### config.mk
export PLATFORM = sky130hd
export DESIGN_NAME = tmr_channel
export DESIGN_NICKNAME = d
export VERILOG_FILES = /design/src/rtl/tmr_chan_pkg.sv /design/src/rtl/tmr_chan_ctrl.sv /design/src/rtl/tmr_chan_dp.sv /design/src/rtl/tmr_channel.sv
export SDC_FILE = /design/constraint.sdc
export NUM_CORES = 1
export LEC_CHECK = 0
export CAP_MARGIN = 30
export CELL_PAD_IN_SITES_DETAIL_PLACEMENT = 1
export CELL_PAD_IN_SITES_GLOBAL_PLACEMENT = 2
export CORE_MARGIN = 10
export CORE_UTILIZATION = 41
export CTS_CLUSTER_SIZE = 14
export DETAILED_ROUTE_END_ITERATION = 10
export DONT_BUFFER_PORTS = 1
export PLACE_DENSITY_LB_ADDON = 0.15
export SYNTH_ARGS = -nofsm -noshare
export SYNTH_HDL_FRONTEND = slang
export SYNTH_SLANG_ARGS = --single-unit
### constraint.sdc
create_clock -name clk -period 7.8 [get_ports clk]
set_clock_uncertainty 0.1 [all_clocks]
set_input_delay 0.78 -clock clk [delete_from_list [all_inputs] [get_ports clk]]
set_output_delay 0.78 -clock clk [all_outputs]
set_load 0.03 [all_outputs]
### src/rtl/tmr_chan_pkg.sv
package tmr_chan_pkg;

  typedef enum logic [1:0] {
    TB_SYSCLK = 2'd0,
    TB_US     = 2'd1,
    TB_256US  = 2'd2,
    TB_HOLD   = 2'd3
  } timebase_e;

  typedef struct packed {
    logic start;
    logic stop;
    logic step;
    logic periodic;
  } dp_cmd_t;

  localparam int CB_START    = 0;
  localparam int CB_CLEAR    = 1;
  localparam int CB_IRQ_EN   = 2;
  localparam int CB_TB_LO    = 3;
  localparam int CB_TB_HI    = 4;
  localparam int CB_PERIODIC = 5;
  localparam int CB_STOP     = 6;
  localparam int CB_UP_VIEW  = 7;

endpackage

### src/rtl/tmr_chan_ctrl.sv
module tmr_chan_ctrl
  import tmr_chan_pkg::*;
#(
  parameter int DATA_W = 32
) (
  input  logic              clk,
  input  logic              rstN,
  input  logic              matchWe,
  input  logic              ctrlWe,
  input  logic [DATA_W-1:0] wrData,
  input  logic              usTick,
  input  logic              tick256,
  input  logic              active,
  input  logic              timeout,
  output logic [DATA_W-1:0] matchVal,
  output logic [DATA_W-1:0] ctrlRdata,
  output dp_cmd_t           cmd,
  output logic              upView,
  output logic              irqPending,
  output logic              irq
);

  logic      irqEn;
  logic      periodic;
  timebase_e timebase;
  logic      startStb;
  logic      stopStb;
  logic      clearStb;
  logic      stepSel;

  assign startStb = ctrlWe && wrData[CB_START];
  assign stopStb  = ctrlWe && wrData[CB_STOP];
  assign clearStb = ctrlWe && wrData[CB_CLEAR];

  always_ff @(posedge clk or negedge rstN) begin
    if (!rstN) begin
      matchVal <= '0;
    end else if (matchWe) begin
      matchVal <= wrData;
    end
  end

  always_ff @(posedge clk or negedge rstN) begin
    if (!rstN) begin
      irqEn    <= 1'b0;
      periodic <= 1'b0;
      upView   <= 1'b0;
      timebase <= TB_SYSCLK;
    end else if (ctrlWe) begin
      irqEn    <= wrData[CB_IRQ_EN];
      periodic <= wrData[CB_PERIODIC];
      upView   <= wrData[CB_UP_VIEW];
      timebase <= timebase_e'(wrData[CB_TB_HI:CB_TB_LO]);
    end
  end

  always_comb begin
    case (timebase)
      TB_SYSCLK: stepSel = 1'b1;
      TB_US:     stepSel = usTick;
      TB_256US:  stepSel = tick256;
      default:   stepSel = 1'b0;
    endcase
  end

  always_comb begin
    cmd.start    = startStb;
    cmd.stop     = stopStb;
    cmd.step     = active && stepSel;
    cmd.periodic = periodic;
  end

  always_comb begin
    ctrlRdata                    = '0;
    ctrlRdata[CB_IRQ_EN]         = irqEn;
    ctrlRdata[CB_TB_HI:CB_TB_LO] = timebase;
    ctrlRdata[CB_PERIODIC]       = periodic;
    ctrlRdata[CB_UP_VIEW]        = upView;
  end

  always_ff @(posedge clk or negedge rstN) begin
    if (!rstN) begin
      irqPending <= 1'b0;
    end else if (timeout) begin
      irqPending <= 1'b1;
    end else if (clearStb) begin
      irqPending <= 1'b0;
    end
  end

  assign irq = irqPending && irqEn;

  assert_timeout_wins_R10: assert property (@(posedge clk) disable iff (!rstN)
    timeout |=> irqPending);

  assert_clear_works_R10: assert property (@(posedge clk) disable iff (!rstN)
    (clearStb && !timeout) |=> !irqPending);

  assert_hold_no_step_R5: assert property (@(posedge clk) disable iff (!rstN)
    (timebase == TB_HOLD) |-> !cmd.step);

  assert_masked_irq_R9: assert property (@(posedge clk) disable iff (!rstN)
    (ctrlWe && !wrData[CB_IRQ_EN]) |=> !irq);

endmodule

### src/rtl/tmr_chan_dp.sv
module tmr_chan_dp
  import tmr_chan_pkg::*;
#(
  parameter int CNT_W = 32
) (
  input  logic             clk,
  input  logic             rstN,
  input  dp_cmd_t          cmd,
  input  logic [CNT_W-1:0] matchVal,
  input  logic             upView,
  output logic [CNT_W-1:0] countView,
  output logic             active,
  output logic             timeout
);

  localparam logic [CNT_W-1:0] ONE = CNT_W'(1);

  logic [CNT_W-1:0] countDown;
  logic [CNT_W-1:0] loadVal;

  assign timeout = cmd.step && (countDown <= ONE);

  always_ff @(posedge clk or negedge rstN) begin
    if (!rstN) begin
      countDown <= '0;
      loadVal   <= '0;
      active    <= 1'b0;
    end else if (cmd.stop) begin
      active <= 1'b0;
    end else if (cmd.start) begin
      countDown <= matchVal;
      loadVal   <= matchVal;
      active    <= (matchVal != '0);
    end else if (timeout) begin
      if (cmd.periodic) begin
        countDown <= matchVal;
        loadVal   <= matchVal;
      end else begin
        countDown <= '0;
        active    <= 1'b0;
      end
    end else if (cmd.step) begin
      countDown <= countDown - ONE;
    end
  end

  assign countView = upView ? (loadVal - countDown) : countDown;

  assert_start_loads_R4: assert property (@(posedge clk) disable iff (!rstN)
    (cmd.start && !cmd.stop && matchVal != '0) |=> (active && countDown == $past(matchVal)));

  assert_oneshot_ends_R6: assert property (@(posedge clk) disable iff (!rstN)
    (timeout && !cmd.periodic && !cmd.stop && !cmd.start) |=> (!active && countDown == '0));

  assert_periodic_runs_R7: assert property (@(posedge clk) disable iff (!rstN)
    (timeout && cmd.periodic && !cmd.stop && !cmd.start) |=> active);

  assert_stop_halts_R8: assert property (@(posedge clk) disable iff (!rstN)
    cmd.stop |=> (!active && $stable(countDown)));

  assert_no_step_holds_R5: assert property (@(posedge clk) disable iff (!rstN)
    (!cmd.step && !cmd.start) |=> $stable(countDown));

endmodule

### src/rtl/tmr_channel.sv
module tmr_channel
  import tmr_chan_pkg::*;
#(
  parameter int DATA_W = 32
) (
  input  logic              clk,
  input  logic              rstN,
  input  logic              matchWe,
  input  logic              ctrlWe,
  input  logic [DATA_W-1:0] wrData,
  input  logic              usTick,
  input  logic              tick256,
  output logic [DATA_W-1:0] matchRdata,
  output logic [DATA_W-1:0] ctrlRdata,
  output logic [DATA_W-1:0] countRdata,
  output logic              running,
  output logic              irqPending,
  output logic              irq
);

  dp_cmd_t     cmd;
  logic        timeout;
  logic        upView;

  tmr_chan_ctrl #(.DATA_W(DATA_W)) ctrl_i (
    .clk       (clk),
    .rstN      (rstN),
    .matchWe   (matchWe),
    .ctrlWe    (ctrlWe),
    .wrData    (wrData),
    .usTick    (usTick),
    .tick256   (tick256),
    .active    (running),
    .timeout   (timeout),
    .matchVal  (matchRdata),
    .ctrlRdata (ctrlRdata),
    .cmd       (cmd),
    .upView    (upView),
    .irqPending(irqPending),
    .irq       (irq)
  );

  tmr_chan_dp #(.CNT_W(DATA_W)) dp_i (
    .clk      (clk),
    .rstN     (rstN),
    .cmd      (cmd),
    .matchVal (matchRdata),
    .upView   (upView),
    .countView(countRdata),
    .active   (running),
    .timeout  (timeout)
  );

endmodule

==> flow_summary.json, run 1 <==
{
  "synth.avg_cell_area_sq_um": 8.584,
  "core_area_sq_mm": 0.01652,
  "design.die.area_sq_mm": 0.02242,
  "cts-root-to-sink-buffers": 2,
  "cellInternalPower_mw": 1.243,
  "grt_pass1_vias": 6366,
  "ant_nets": 0,
  "cp_max_fo": 7,
  "hold_violations": 0,
  "dp_hpwl_microns": 17740,
  "async_flop_share": 1.000,
  "path_cells": "ha_1, inv_1, fa_1, a211oi_1, o21ai_0, and3_1, o21ai_0, o2111ai_1, a21oi_1, xor2_1, mux2i_1",
  "status": "finished clean",
  "max_freq_mhz": 203.1,
  "p_sw_frac": 0.4705,
  "cp_top_family": "compound AO/OA/AOI/OAI gates",
  "use_met3": 0.07156,
  "avgRoutedWirePerCell_microns": 22.25,
  "cp.arrival_ns": 4.04,
  "synth_top_area_cell": "dfrtp_1",
  "grt.overflow.total": 0,
  "via_per_inst": 5.865,
  "synth_cell_types": 65,
  "p_sw_mw": 1.105,
  "portBuffers": 0,
  "ys_seq_area_frac": 0.3735,
  "crit_path_max_incr_delay_ns": 0.61,
  "cts.sinks": 103,
  "ff2ff_path_depth": 10,
  "leakagePower_nw": 3.312,
  "first_pass_iters": 4,
  "htree_levels": 3,
  "nets": 865,
  "rsz0062_at_grt": "no",
  "tns_ns": 0,
  "start_kind": "flip-flop",
  "cap_violations": 0,
  "cts_root_buf": "clkbuf_16",
  "worst-setup-path-type": "flip-flop to output port",
  "pwr-share-clk": 0.192,
  "holdWs_ns": 0.01917,
  "netlist_top_cells_area": "dfrtp_1 (37%), nand2_1 (8.5%), ha_1 (6.0%)",
  "placed_cells": 1002,
  "crit_slowest_cell": "mux2i_1",
  "fin_crit_ns": 4.923,
  "end_kind": "output port",
  "fp.dieH_microns": 149.7,
  "layout-drive-gt1-share": 0.09536,
  "cp.required_ns": 6.92,
  "drt_iter0_markers": 318,
  "clk_pin_slew_ns": 0.07,
  "dr_total_vias": 5965,
  "worst_pin_slew_ns": 0.9945,
  "pwr-share-seq": 0.336,
  "maxSlewHeadroom": 0.3300,
  "hp-class": "primary input to async pin",
  "die_w_microns": 149.7,
  "post-route-period-util": 0.6311,
  "synth_top_area_frac": 0.3735,
  "synthTopCellsByCount": "nand2_1 (156), dfrtp_1 (103), o21ai_0 (65)",
  "grt_first_pass_wirelength_microns": 36090,
  "cts_setup_buffers": 0,
  "ys_warn_count": 0,
  "setup_viol": 0,
  "grt_max_degree": 104,
  "area_growth_pct": 5.384,
  "ir_worst_vdd_mv": 0.1270,
  "met1_usage": 0.2795,
  "syn_area_sq_mm": 0.006902,
  "stdcell_count": 1017,
  "cts_tree": "built",
  "cpMostUsedCell": "o21ai_0",
  "start_util": 0.4177,
  "gp_congestion": 0.8378,
  "drc": 0,
  "synth_edf_count": 0,
  "numCtsBuffers": 9,
  "syn_inst": 804,
  "grt_util_all_layers": 0.2028,
  "powerDensity_mw_per_mm2": 322.9,
  "cp.depth": 11,
  "slew_viol_final": 0,
  "row_count": 47,
  "groute.layer.met2.usage": 0.2994,
  "grt.busiest_layer": "met2",
  "clkLatencyLatePin_ns": 0.35,
  "synth_seq_cells": 103,
  "pwr-share-comb": 0.472,
  "hold_buffers": 0,
  "ys.flop_type": "dfrtp_1",
  "diodes": 0,
  "synth_most_common_cell": "nand2_1",
  "crit_buf_inv": 1,
  "cts-resized-gates": 0,
  "antenna_found_initial": 0,
  "finalWirelength_microns": 22630,
  "io_pins": 137
}
==> power by group through the flow <==
stage	logic (mW)	registers, mW	clock network [mW]
2_1_floorplan	0.897	0.750	0
3_3_place_gp	1.06	0.797	0
3_5_place_dp	1.10	0.799	0
4_1_cts	1.11	0.790	0.461
5_1_grt	1.23	0.807	0.483
6_report	1.11	0.790	0.451
==> metrics by stage <==
step | util | setup WS [ns] | total power [mW] | cell area, sq um
5_1_grt | 0.4401 | 2.604 | 2.521 | 7273
2_1_floorplan | - | 3.745 | 1.647 | 6999
4_1_cts | 0.4401 | 2.854 | 2.359 | 7273
6_report | 0.4401 | 2.877 | 2.348 | 7273
3_3_place_gp | 0.4205 | 3.322 | 1.855 | 6949
3_5_place_dp | 0.4227 | 3.255 | 1.901 | 6984
==> state kept, by name (all words and copies together) (netlist names) <==
register / cells
ctrl_i.timebase: 2
ctrl_i.matchVal: 32
dp_i.loadVal: 32
ctrl_i.periodic: 1
dp_i.active: 1
ctrl_i.irqEn: 1
dp_i.countDown: 32
ctrl_i.upView: 1
ctrl_i.irqPending: 1
==> cell type report <==
class | instances | area [sq um]
well taps | 220 | 275.3
fillers | 1974 | 9251
clock buffers | 10 | 229.0
repair buffers | 9 | 72.57
clock inverters | 5 | 60.06
multi-input cells | 626 | 3892
flip-flops and latches | 103 | 2579
inverters | 44 | 165.2
==> final timing paths <==
check                      slack (ns)         startpoint                  to
hold reg to reg                  0.39   dp_i.loadVal[20]    dp_i.loadVal[20]
setup reg to reg                 3.91  dp_i.countDown[1]  dp_i.countDown[20]
min in group clk                 0.39   dp_i.loadVal[20]    dp_i.loadVal[20]
setup / recovery                 2.88  dp_i.countDown[0]      countRdata[26]
hold / removal                   0.02               rstN  ctrl_i.matchVal[4]
max in group asynchronous        7.37               rstN       ctrl_i.upView
==> logic make-up after synthesis <==
| kind of cell | share of synthesized area |
|---|---|
| AOI/OAI and AO/OA | 0.1844 |
| muxes | 0.07469 |
| other | 0.0005434 |
| buffers and inverters | 0.07723 |
| DFF | 0.3735 |
| adders and majority gates | 0.06273 |
| xor gates and xnor gates | 0.03300 |
| and+or+nand+nor | 0.1940 |
==> cells in the final DEF, fill, tap and decap left out, types with 10 or more instances in the layout <==
cell | Yosys | routed
nand2_1 | 156 | 156
dfrtp_1 | 103 | 102
o21ai_0 | 65 | 65
a21oi_1 | 50 | 49
inv_1 | 40 | 40
mux2_2 | 36 | 36
ha_1 | 33 | 33
conb_1 | 1 | 27
nor2_1 | 26 | 26
xor2_1 | 18 | 18
nand3_1 | 17 | 17
nor3_1 | 17 | 17
a21o_1 | 13 | 13
nor4_1 | 11 | 11
o211ai_1 | 11 | 11
mux2i_1 | 11 | 11
a31oi_1 | 10 | 10
and2_1 | 10 | 10
==> per-layer routing <==
metal | vias to the layer above | part of all wire
met4 | 0 | 0.012
met2 | 192 | 0.43
met5 | - | 0
li1 | 2789 | -
met1 | 2965 | 0.48
met3 | 19 | 0.085
(Power assumes the default switching activity.)
==> run 2: changes to the inputs <==
Settings changed: CORE_UTILIZATION 41 to 38.
Clock period 7.8 ns to 4.7 ns, I/O delays scaled along.
==> flow_summary.json, run 2 (same netlist as run 1, synthesis figures left out) <==
{
  "cts-root-to-sink-buffers": 2,
  "finalWirelength_microns": 23160,
  "die_w_microns": 154.8,
  "pwr-share-seq": 0.327,
  "area_growth_pct": 7.505,
  "leakagePower_nw": 3.390,
  "fp.dieH_microns": 154.8,
  "row_count": 49,
  "largestRegisters": "ctrl_i.matchVal x32, dp_i.countDown x32, dp_i.loadVal x32",
  "cap_violations": 0,
  "io_pins": 137,
  "drc": 0,
  "start_util": 0.3855,
  "dp_hpwl_microns": 17940,
  "clkLatencyLatePin_ns": 0.36,
  "first_pass_iters": 5,
  "rsz0062_at_grt": "no",
  "ir_worst_vdd_mv": 0.2440,
  "antenna_found_initial": 0,
  "htree_levels": 3,
  "gp_congestion": 0.8887,
  "p_sw_frac": 0.4717,
  "cp.required_ns": 4.13,
  "worst_pin_slew_ns": 0.9754,
  "grt_first_pass_wirelength_microns": 36760,
  "nets": 879,
  "pwr-share-clk": 0.198,
  "post-route-period-util": 0.9318,
  "numCtsBuffers": 9,
  "cts_tree": "built",
  "powerDensity_mw_per_mm2": 538.5,
  "cp.arrival_ns": 3.81,
  "tns_ns": 0,
  "p_sw_mw": 1.885,
  "clk_pin_slew_ns": 0.08,
  "layout-drive-gt1-share": 0.1133,
  "hold_violations": 0,
  "grt_pass1_vias": 6332,
  "diodes": 0,
  "hp-class": "primary input to flip-flop",
  "ant_nets": 0,
  "dr_total_vias": 5999,
  "holdWs_ns": 0.1071,
  "design.die.area_sq_mm": 0.02395,
  "end_kind": "output port",
  "drt_iter0_markers": 348,
  "fin_crit_ns": 4.380,
  "final_cell_mix": "nand2_1 (156), dfrtp_1 (102), o21ai_0 (65)",
  "maxSlewHeadroom": 0.3429,
  "avgRoutedWirePerCell_microns": 22.25,
  "pwr-share-comb": 0.475,
  "fillers": 2123,
  "grt_util_all_layers": 0.1909,
  "max_freq_mhz": 228.3,
  "grt_max_degree": 104,
  "via_per_inst": 5.763,
  "start_kind": "flip-flop",
  "cts_root_buf": "clkbuf_16",
  "cellInternalPower_mw": 2.111,
  "cts.sinks": 103,
  "portBuffers": 0,
  "slew_viol_final": 0,
  "setup_viol": 0,
  "final_common_cell": "nand2_1",
  "worst-setup-path-type": "flip-flop to output port",
  "grt.overflow.total": 0,
  "core_area_sq_mm": 0.01790,
  "cp_max_fo": 6,
  "status": "finished clean"
}
run 2: path summary, 6_finish.rpt:
path	start	to	slack (ns)	cells after the start
max	dp_i.countDown[2]	countRdata[29]	0.32	10
min	ctrlWe	ctrl_i.periodic	0.11	1
max reg2reg	dp_i.countDown[1]	dp_i.loadVal[8]	1.02	12
min reg2reg	dp_i.loadVal[19]	dp_i.loadVal[19]	0.39	2
max in group asynchronous	rstN	dp_i.loadVal[9]	3.46	2
min in group asynchronous	rstN	ctrl_i.matchVal[2]	0.56	2
run 2: metrics by stage:
stage / util / worst slack (ns) / total power, mW / cell area [sq um] / instances
6_report: 0.4145 / 0.3205 / 3.995 / 7420 / 1041
2_1_floorplan: - / 0.9549 / 2.733 / 6999 / 830
3_5_place_dp: 0.3951 / 0.6945 / 3.192 / 7073 / 1023
5_1_grt: 0.4145 / 0.06886 / 4.290 / 7420 / 1041
3_3_place_gp: 0.3943 / 0.7678 / 3.143 / 7058 / 1020
4_1_cts: 0.4142 / 0.2704 / 4.016 / 7415 / 1041
run 2: per-layer routing:
layer  share of wire  vias up  track usage  wire [microns]
li1                -     2828            -               -
met1            0.49     2965       0.2698           11430
met2            0.42      186       0.2775            9651
met3           0.077       20      0.05602            1788
met4           0.013        0      0.04723             294
met5               0        -            0               0
run 2: cell type report:
cell class	count	area [sq um]	area share
multi-input cells	626	3897	0.5253
flip-flops and latches	103	2579	0.3476
well taps	229	286.5	0.03862
clock buffers	9	225.2	0.03035
repair buffers	23	187.7	0.02530
inverters	44	165.2	0.02226
clock inverters	7	78.83	0.01062
run 2: power by group through the flow:
stage | Clock (mW) | Sequential (mW) | Combinational, mW
5_1_grt | 0.840 | 1.34 | 2.11
4_1_cts | 0.805 | 1.31 | 1.90
2_1_floorplan | 0 | 1.24 | 1.49
6_report | 0.790 | 1.31 | 1.90
3_5_place_dp | 0 | 1.33 | 1.87
3_3_place_gp | 0 | 1.31 | 1.83
run 2: timing repair:
action	4_1_cts	5_1_grt
hold endpoints to repair	103	0
setup buffers	0	0
hold buffers	2	0
setup endpoints to repair	0	1
resized for setup	0	1
run 2: critical path, stage by stage (launching register included):
cell      delay [ns]
dfrtp_1         0.44
inv_1           0.09
ha_1            0.39
o211ai_1        0.12
a21oi_1         0.33
o311a_1         0.28
o211ai_1        0.21
o31ai_1         0.52
a21oi_1         0.28
or4_1           0.46
nand4_1         0.32
==> run 3: changes to the inputs <==
Settings changed: CELL_PAD_IN_SITES_DETAIL_PLACEMENT 1 to 0, CELL_PAD_IN_SITES_GLOBAL_PLACEMENT 2 to 1, CORE_MARGIN 10 to 8, CORE_UTILIZATION 38 to 45.
==> flow_summary.json, run 3 (same netlist as run 1, synthesis figures left out) <==
{
  "grt_max_degree": 104,
  "cts_setup_buffers": 0,
  "start_kind": "flip-flop",
  "cts_tree": "built",
  "status": "finished clean",
  "stdcell_area_sq_mm": 0.007350,
  "ff2ff_setup_slack_ns": 1.09,
  "hold_buffers": 2,
  "via_per_inst": 5.954,
  "cts_root_buf": "clkbuf_16",
  "cts-root-to-sink-buffers": 2,
  "place_area_sq_mm": 0.007015,
  "r2r_end": "dp_i.countDown[9]",
  "worst-setup-path-type": "flip-flop to output port",
  "hold_violations": 0,
  "worst_slack_ns": 0.4111,
  "grt_util_all_layers": 0.2103,
  "min_to": "ctrl_i.upView",
  "design.die.area_sq_mm": 0.01956,
  "grt_first_pass_wirelength_microns": 33180,
  "worst_pin_slew_ns": 1.022,
  "die_w_microns": 139.8,
  "slew_viol_final": 0,
  "cap_violations": 0,
  "diodes": 0,
  "gp_congestion": 0.8816,
  "holdPathStages": 1,
  "htree_levels": 3,
  "hp-class": "primary input to flip-flop",
  "grt_pass1_vias": 6042,
  "clk_pin_slew_ns": 0.07,
  "final_common_cell": "nand2_1",
  "powerDensity_mw_per_mm2": 530.7,
  "tns_ns": 0,
  "drt_iter0_markers": 472,
  "layout-drive-gt1-share": 0.1085,
  "max_freq_mhz": 233.2,
  "first_pass_iters": 5,
  "cp.required_ns": 4.13,
  "ant_nets": 0,
  "cp_max_fo": 7,
  "crit_buf_inv": 2,
  "grt.overflow.total": 0,
  "end_kind": "output port",
  "cp_top_family": "compound AO/OA/AOI/OAI gates",
  "rsz0062_at_grt": "no",
  "drc": 0,
  "nets": 878,
  "start_util": 0.4574,
  "antenna_found_initial": 0,
  "final_cell_mix": "nand2_1 (156), dfrtp_1 (102), o21ai_0 (65)",
  "crit_path_max_incr_delay_ns": 0.48,
  "row_count": 45,
  "cts-resized-gates": 0,
  "cp.arrival_ns": 3.72,
  "numCtsBuffers": 9,
  "fp.dieH_microns": 139.8,
  "path_cells": "ha_1, inv_1, fa_1, a211oi_1, o21ai_0, and3_1, or2_2, a31o_2, a311oi_1, xor2_1, mux2i_1, buf_4",
  "clkLatencyLatePin_ns": 0.34,
  "largestRegisters": "ctrl_i.matchVal x32, dp_i.countDown x32, dp_i.loadVal x32",
  "dp_slack_ns": 0.7759,
  "maxSlewHeadroom": 0.3115,
  "worstReg2RegStart": "dp_i.countDown[1]",
  "hp-start": "ctrlWe",
  "leakagePower_nw": 3.378,
  "avgRoutedWirePerCell_microns": 20.55,
  "portBuffers": 0,
  "area_growth_pct": 6.490,
  "cts.sinks": 103,
  "dp_hpwl_microns": 15860,
  "finalWirelength_microns": 20530,
  "final_util": 0.4871,
  "dr_total_vias": 5948,
  "io_pins": 137,
  "core_area_sq_mm": 0.01509,
  "ir_worst_vdd_mv": 0.3246,
  "holdWs_ns": 0.1169,
  "setup_viol": 0,
  "post-route-period-util": 0.9125,
  "crit_slowest_cell": "fa_1",
  "ff2ff_path_depth": 11,
  "fin_crit_ns": 4.289
}
run 3: cell type report:
cell class	count	area (sq um)
multi-input cells	626	3889
clock buffers	10	229.0
repair buffers	22	185.2
fillers	1489	7740
clock inverters	6	67.56
inverters	44	165.2
flip-flops and latches	103	2579
well taps	188	235.2
run 3: power by group:
part / total [mW] / switching (mW) / leakage, nW / internal [mW]
logic: 1.84 / 1.21 / 2.02 / 0.633
clock network: 0.753 / 0.337 / 0.139 / 0.416
registers: 1.30 / 0.258 / 1.22 / 1.05
total: 3.90 / 1.80 / 3.38 / 2.10
run 3: worst max-delay path by stage:
stage	start	to	slack (ns)	depth (start not counted)
2_1_floorplan	dp_i.countDown[0]	countRdata[18]	0.95	11
3_3_place_gp	dp_i.countDown[0]	countRdata[18]	0.80	12
3_5_place_dp	dp_i.countDown[0]	countRdata[18]	0.78	12
4_1_cts	dp_i.countDown[0]	countRdata[18]	0.39	12
5_1_grt	dp_i.countDown[0]	countRdata[26]	0.09	12
6_report	dp_i.countDown[0]	countRdata[18]	0.41	12
run 3: routing by layer:
layer | GRT usage | share of wire
met5 | 0 | 0
met4 | 0.04457 | 0.014
met3 | 0.05848 | 0.094
met2 | 0.3054 | 0.41
met1 | 0.3034 | 0.48
run 3: through the flow:
step,cells,power [mW]
after floorplan,830,2.733
after global placement,980,3.110
after detailed placement,981,3.134
after CTS,999,3.915
after global routing,999,4.175
final,999,3.901
